[config.mk]
export PLATFORM = sky130hd
export DESIGN_NAME = alsu_core
export DESIGN_NICKNAME = d
export VERILOG_FILES = /design/src/rtl/alsu_pkg.sv /design/src/rtl/alsu_operand_sel.sv /design/src/rtl/alsu_ripple_adder.sv /design/src/rtl/alsu_logic_unit.sv /design/src/rtl/alsu_shifter.sv /design/src/rtl/alsu_core.sv
export SDC_FILE = /design/constraint.sdc
export NUM_CORES = 1
export LEC_CHECK = 0
export ABC_AREA = 1
export BUFFER_PORTS_ARGS = -buffer_cell sky130_fd_sc_hd__buf_2
export CAP_MARGIN = 20
export CORE_UTILIZATION = 45
export DETAILED_ROUTE_END_ITERATION = 8
export PLACE_DENSITY_LB_ADDON = 0.25
export SLEW_MARGIN = 20
export SYNTH_ARGS = -nofsm -noshare
export SYNTH_HDL_FRONTEND = slang
export SYNTH_SLANG_ARGS = --single-unit
[constraint.sdc]
create_clock -name vclk -period 11.6
set_clock_uncertainty 0.2 [all_clocks]
set_input_delay 1.74 -clock vclk [all_inputs]
set_output_delay 1.74 -clock vclk [all_outputs]
set_load 0.05 [all_outputs]
[src/rtl/alsu_pkg.sv]
package alsu_pkg;

    // Unit chosen by sel_in[3:2]; codes are fixed by the select encoding.
    typedef enum logic [1:0] {
        UNIT_ARITH = 2'b00,
        UNIT_LOGIC = 2'b01,
        UNIT_SHR   = 2'b10,
        UNIT_SHL   = 2'b11
    } unit_e;

    // Second adder input chosen by sel_in[1:0] in arithmetic mode.
    typedef enum logic [1:0] {
        YSRC_PASS = 2'b00,
        YSRC_INV  = 2'b01,
        YSRC_ZERO = 2'b10,
        YSRC_ONES = 2'b11
    } ysrc_e;

    // Bitwise operation chosen by sel_in[1:0] in logic mode.
    typedef enum logic [1:0] {
        LOP_AND  = 2'b00,
        LOP_OR   = 2'b01,
        LOP_XOR  = 2'b10,
        LOP_NOTA = 2'b11
    } lop_e;

    typedef struct packed {
        unit_e      unit;
        logic [1:0] sub;
    } opsel_t;

endpackage

[src/rtl/alsu_operand_sel.sv]
module alsu_operand_sel
    import alsu_pkg::*;
#(
    parameter int WIDTH = 16
) (
    input  logic [WIDTH-1:0] b_val,
    input  ysrc_e            src,
    output logic [WIDTH-1:0] y_val
);

    always_comb begin
        unique case (src)
            YSRC_PASS: y_val = b_val;
            YSRC_INV:  y_val = ~b_val;
            YSRC_ZERO: y_val = '0;
            YSRC_ONES: y_val = '1;
            default:   y_val = '0;
        endcase
    end

endmodule

[src/rtl/alsu_ripple_adder.sv]
module alsu_ripple_adder #(
    parameter int WIDTH = 16
) (
    input  logic [WIDTH-1:0] x_val,
    input  logic [WIDTH-1:0] y_val,
    input  logic             c_in,
    output logic [WIDTH-1:0] sum,
    output logic             c_out
);

    localparam int NCARRY = WIDTH + 1;

    logic [NCARRY-1:0] chain;

    assign chain[0] = c_in;

    for (genvar i = 0; i < WIDTH; i++) begin : g_stage
        logic prop;
        logic gen;
        assign prop          = x_val[i] ^ y_val[i];
        assign gen           = x_val[i] & y_val[i];
        assign sum[i]        = prop ^ chain[i];
        assign chain[i+1]    = gen | (prop & chain[i]);
    end

    assign c_out = chain[NCARRY-1];

endmodule

[src/rtl/alsu_logic_unit.sv]
module alsu_logic_unit
    import alsu_pkg::*;
#(
    parameter int WIDTH = 16
) (
    input  logic [WIDTH-1:0] a_val,
    input  logic [WIDTH-1:0] b_val,
    input  lop_e             op,
    output logic [WIDTH-1:0] e_val
);

    for (genvar i = 0; i < WIDTH; i++) begin : g_bit
        always_comb begin
            unique case (op)
                LOP_AND:  e_val[i] = a_val[i] & b_val[i];
                LOP_OR:   e_val[i] = a_val[i] | b_val[i];
                LOP_XOR:  e_val[i] = a_val[i] ^ b_val[i];
                LOP_NOTA: e_val[i] = ~a_val[i];
                default:  e_val[i] = 1'b0;
            endcase
        end
    end

endmodule

[src/rtl/alsu_shifter.sv]
module alsu_shifter #(
    parameter int WIDTH = 16
) (
    input  logic [WIDTH-1:0] a_val,
    input  logic             to_left,
    input  logic             fill_r,
    input  logic             fill_l,
    output logic [WIDTH-1:0] h_val
);

    localparam int TOP = WIDTH - 1;

    for (genvar i = 0; i < WIDTH; i++) begin : g_pos
        logic from_above;
        logic from_below;
        if (i == TOP) begin : g_msb
            assign from_above = fill_r;
        end else begin : g_mid_hi
            assign from_above = a_val[i+1];
        end
        if (i == 0) begin : g_lsb
            assign from_below = fill_l;
        end else begin : g_mid_lo
            assign from_below = a_val[i-1];
        end
        assign h_val[i] = to_left ? from_below : from_above;
    end

endmodule

[src/rtl/alsu_core.sv]
module alsu_core
    import alsu_pkg::*;
#(
    parameter int WIDTH = 16
) (
    input  logic [WIDTH-1:0] a_in,
    input  logic [WIDTH-1:0] b_in,
    input  logic [3:0]       sel_in,
    input  logic             cin,
    input  logic             ser_r,
    input  logic             ser_l,
    output logic [WIDTH-1:0] f_out,
    output logic             cout
);

    opsel_t            opsel;
    logic [WIDTH-1:0]  y_path;
    logic [WIDTH-1:0]  d_path;
    logic [WIDTH-1:0]  e_path;
    logic [WIDTH-1:0]  h_path;
    logic              add_carry;

    assign opsel = opsel_t'(sel_in);

    alsu_operand_sel #(.WIDTH(WIDTH)) u_ysel (
        .b_val (b_in),
        .src   (ysrc_e'(opsel.sub)),
        .y_val (y_path)
    );

    alsu_ripple_adder #(.WIDTH(WIDTH)) u_add (
        .x_val (a_in),
        .y_val (y_path),
        .c_in  (cin),
        .sum   (d_path),
        .c_out (add_carry)
    );

    alsu_logic_unit #(.WIDTH(WIDTH)) u_logic (
        .a_val (a_in),
        .b_val (b_in),
        .op    (lop_e'(opsel.sub)),
        .e_val (e_path)
    );

    alsu_shifter #(.WIDTH(WIDTH)) u_shift (
        .a_val   (a_in),
        .to_left (opsel.unit == UNIT_SHL),
        .fill_r  (ser_r),
        .fill_l  (ser_l),
        .h_val   (h_path)
    );

    always_comb begin
        unique case (opsel.unit)
            UNIT_ARITH: begin
                f_out = d_path;
                cout  = add_carry;
            end
            UNIT_LOGIC: begin
                f_out = e_path;
                cout  = 1'b0;
            end
            UNIT_SHR, UNIT_SHL: begin
                f_out = h_path;
                cout  = 1'b0;
            end
            default: begin
                f_out = '0;
                cout  = 1'b0;
            end
        endcase
    end

endmodule

==> reports/qor.txt, run 1 <==
Post-CTS Resized = 0
Die area = 5210 µm²
WL/cell = 11.5 µm
Number of global-route vias before repair = 2,119
Pre-CTS setup slack = 430 ps
Period utilization = 0.965
Layout clock buffers = 0
Sequential cell area = 0 µm²
Dpl cell area = 2480 µm²
WP data arrival = 9260 ps
DPL Wire Length = 4070 µm
Critical path's slowest cell = fa_1
GRT Util Overall = 0.217
Crit path time final = 11,200 ps
Setup crit end kind = output port
Leakage = 1.44 nW
Area Growth Syn to Fin = 12.0%
Status = finished clean
Register area share after synthesis = 0
Largest net degree at the start of global routing = 49
Layout cells sized above 1 = 0.184
Syn_nets = 451
Peak VDD IR = 0.0000319 V
Final setup vio count = 0
CP required = 9660 ps
Critical path class = input port to output port
Netlist Area Pre-Place = 2220 µm²
IO Count = 56
Detailed Route Iter0 Violations = 94
Hold Path Class = input port to output port
Syn_area_per_cell = 6.09 µm²
Seq_cells = 0
Cells after Synth = 364
Starting Density = 0.469
Final Instance Area = 2480 µm²
Overall die width = 72.2 µm
Chip height = 72.2 µm
Layout net count = 492
RSZ-0062 raised after global routing = false
Global-route wire length before repair = 9460 µm
Total power = 129 µW
CP peak stage delay = 410 ps
Placement Rows = 25
CTS Hold Bufs = 0
Max Slew Vio Count = 0
Initial antenna violation count = 0
Drt first pass iters = 4
Max cap viols = 0
Crit path max fanout = 17
Yosys warning count = 0
GRT overflow = 0
Setup ws final = 403 ps
Gpl congestion = 0.846
PwrDens = 51.8 nW/µm²
# DRC = 0
Worst-margin pin slew = 782 ps
# fillers = 504
CORE AREA = 4720 µm²
Slew headroom = 0.477
Vias per cell = 5.04
Final hold viol count = 0
Postcts setup bufs = 0
Routed Antenna Nets = 0
Ant. Diodes = 0
Max Freq = 89.3 MHz
Startpoint Class = input port
Final core utilization = 0.526
PortBufs = 56
DR vias = 2,369
Worst path most repeated cell = fa_1
Netlist cell types = 20
Post-Route WL = 5400 µm
Setup tns final = 0 ps
worst max-delay path: cells and delay by family:
kind,cells,cell delay (ps)
compound gates,2,260
fa+ha+maj,16,6040
buf+inv,5,670
simple gates,5,500
power breakdown:
part	switching [mW]	internal [mW]	leakage (nW)
clock	0	0	0
combinational	0.0875	0.0412	1.44
sequential	0	0	0
total	0.0875	0.0412	1.44
logic make-up (layout without fill, tap and decap cells):
logic type | after synthesis | in the layout | synth area share
AO/OA/AOI/OAI | 55 | 55 | 0.161
AND/OR/NAND/NOR | 185 | 185 | 0.364
buffers and inverters | 76 | 115 | 0.149
adder cells (fa/ha/maj) | 48 | 48 | 0.325
cells in the final DEF (no fill, tap or decap):
cell type  instances
nand2_1           80
buf_2             56
inv_1             54
nor2_1            54
nand3_1           32
ha_1              32
o21bai_1          16
nand3b_1          16
fa_1              16
o21ai_0           15
a21oi_2           10
a21oi_1           10
buf_4              3
inv_2              2
nand2_2            2
a21boi_0           2
o21ai_1            2
nand2_4            1
cell usage after synthesis:
cell type,count,area share
fa_1,16,0.14
nand2_2,2,0.0056
nand2_4,1,0.0051
buf_6,1,0.0051
clkbuf_1,3,0.0051
o21ai_0,15,0.034
inv_1,54,0.091
o21bai_1,16,0.054
a21oi_1,10,0.023
nand3_1,32,0.072
nand2_1,80,0.14
a21oi_2,10,0.040
buf_2,9,0.020
nand3b_1,16,0.054
o21ai_1,2,0.0045
a21boi_0,2,0.0068
ha_1,32,0.18
nor2_1,54,0.091
inv_2,2,0.0034
buf_4,7,0.024
path summary, 6_finish.rpt:
check / from / endpoint / slack, ps / cells past startpoint
worst max-delay path: sel_in[0] / f_out[15] / 400 / 28
worst min-delay path: ser_r / f_out[15] / 3820 / 6
per-stage QoR:
step           hold slack, ps  cells
6_report                 3820    470
5_1_grt                  3880    470
4_1_cts                  3820    470
3_5_place_dp             3820    470
3_3_place_gp             3820    470
2_1_floorplan            3740    364
layer usage:
layer  GRT usage  up-vias  wire length, µm
met1       0.309     1091             2640
met5           0        -                0
met4      0.0153        0               41
li1            -     1216                -
met3     0.00139        4              213
met2       0.386       58             2510
layout make-up:
cell class	count	area (µm²)	share of cell area
Multi-Input combinational cell	288	1890	0.760
Timing Repair Buffer	59	303	0.122
Inverter	56	210	0.0847
Tap cell	67	83.8	0.0338
(Power assumes the default switching activity.)
==> run 2, diff against run 1 <==
--- a/config.mk
+++ b/config.mk
@@ -11,6 +11,7 @@
 export CORE_UTILIZATION = 45
 export DETAILED_ROUTE_END_ITERATION = 8
 export PLACE_DENSITY_LB_ADDON = 0.25
+export REMOVE_ABC_BUFFERS = 1
 export SLEW_MARGIN = 20
 export SYNTH_ARGS = -nofsm -noshare
 export SYNTH_HDL_FRONTEND = slang
==> reports/qor.txt, run 2 (synthesis gave the netlist of run 1 again) <==
Status = finished clean
GR Util met1 = 0.296 (-0.0123)
Starting Density = 0.469 (unchanged)
Critical path class = input port to output port
Crit path time final = 11,290 ps (+88.5 ps)
PwrDens = 52.3 nW/µm² (+0.83%)
Most common cell after layout, fill and taps aside = nand2_1
Post-CTS Resized = 0 (unchanged)
Layout cells sized above 1 = 0.184 (unchanged)
Max Slew Vio Count = 0 (unchanged)
GRT overflow = 0 (unchanged)
Die area = 5210 µm² (unchanged)
Layout clock buffers = 0 (unchanged)
Number of global-route vias before repair = 2,126 (+0.33%)
Sequential cell area = 0 µm² (unchanged)
Postcts setup bufs = 0 (unchanged)
Total power = 130 µW (+0.83%)
RSZ-0062 raised after global routing = false
Routing usage on met3 = 0.00139 (unchanged)
WL/cell = 11.8 µm (+2.7%)
IO Count = 56 (unchanged)
Startpoint Class = input port
Setup tns final = 0 ps (unchanged)
Setup crit end kind = output port
Max Freq = 88.6 MHz (-0.78%)
Ant. Diodes = 0 (unchanged)
# DRC = 0 (unchanged)
Hold Path Origin = ser_r
Vias per cell = 4.98 (-1.2%)
Dpl cell area = 2480 µm² (unchanged)
Slew headroom = 0.456 (-0.0205)
Post-Route WL = 5540 µm (+2.7%)
Overall die width = 72.2 µm (unchanged)
CP peak stage delay = 410 ps (about the same)
Chip height = 72.2 µm (unchanged)
CTS Hold Bufs = 0 (unchanged)
Drt first pass iters = 5 (+1)
Max cap viols = 0 (unchanged)
Final core utilization = 0.526 (unchanged)
Final setup vio count = 0 (unchanged)
Hold EP = f_out[15]
Non-Filler Instances = 470 (unchanged)
Final hold viol count = 0 (unchanged)
Area Growth Syn to Fin = 12.0% (unchanged)
PortBufs = 56 (unchanged)
Largest net degree at the start of global routing = 49 (unchanged)
CP required = 9660 ps (about the same)
Worst path most repeated cell = fa_1
M2 GR Usage = 0.403 (+0.0166)
CP delay by family, top = adder cells
Worst-margin pin slew = 813 ps (+30.7 ps)
DPL Wire Length = 4160 µm (+2.1%)
Routed Antenna Nets = 0 (unchanged)
Critical path's slowest cell = fa_1
Initial antenna violation count = 0 (unchanged)
CORE AREA = 4720 µm² (unchanged)
Worst hold path depth = 6 (unchanged)
Crit path max fanout = 17 (unchanged)
DR vias = 2,340 (-1.2%)
Period utilization = 0.973 (+0.00763)
GRT busiest layer = met2
Gpl congestion = 0.796 (-5.9%)
Leakage = 1.44 nW (unchanged)
Layout net count = 492 (unchanged)
Global-route wire length before repair = 9450 µm (-0.14%)
Detailed Route Iter0 Violations = 119 (+27%)
Crit path buf inv count = 5 (unchanged)
Final Instance Area = 2480 µm² (unchanged)
WP data arrival = 9350 ps (+90 ps)
GRT Util Overall = 0.218 (+0.000714)
Hold Path Class = input port to output port
Peak VDD IR = 0.0000262 V (-18%)
Seq_cells = 0 (unchanged)
Placed Instances = 470 (unchanged)
Placement Rows = 25 (unchanged)
Most frequent cells in the layout = nand2_1, buf_2, inv_1, nor2_1
-- run 2: cell counts in the layout (fill, tap and decap cells not counted) --
Identical to the previous run, type by type.
-- run 2: how the worst max path moves through the flow --
stage          startpoint        end  depth (start not counted)
6_report        sel_in[0]  f_out[15]                         28
5_1_grt         sel_in[0]  f_out[15]                         28
4_1_cts         sel_in[0]  f_out[15]                         26
3_5_place_dp    sel_in[0]  f_out[15]                         26
3_3_place_gp    sel_in[0]  f_out[15]                         28
2_1_floorplan   sel_in[1]  f_out[15]                         26
-- run 2: final cells by class --
class,instances,area (µm²)
tap,67,83.8
fill,508,2240
multi-input combinational,288,1890
inverter,56,210
timing repair buffer,59,303
-- run 2: routing by layer --
layer | wire (µm) | up-vias
li1 | - | 1217
met1 | 2620 | 1058
met2 | 2710 | 61
met3 | 190 | 4
met4 | 25 | 0
met5 | 0 | -
-- run 2: stage by stage --
stage               setup WS, ps  hold slack (ps)
floorplan                    491             3660
global placement             478             3820
detailed placement           346             3820
CTS                          342             3820
global route                11.5             3870
finish                       315             3820
-- run 2: report_power, final --
part	switching, mW	internal, mW	total (mW)	leakage (nW)
Sequential	0	0	0	0
Combinational	0.0880	0.0418	0.130	1.44
Clock	0	0	0	0
Total	0.0880	0.0418	0.130	1.44
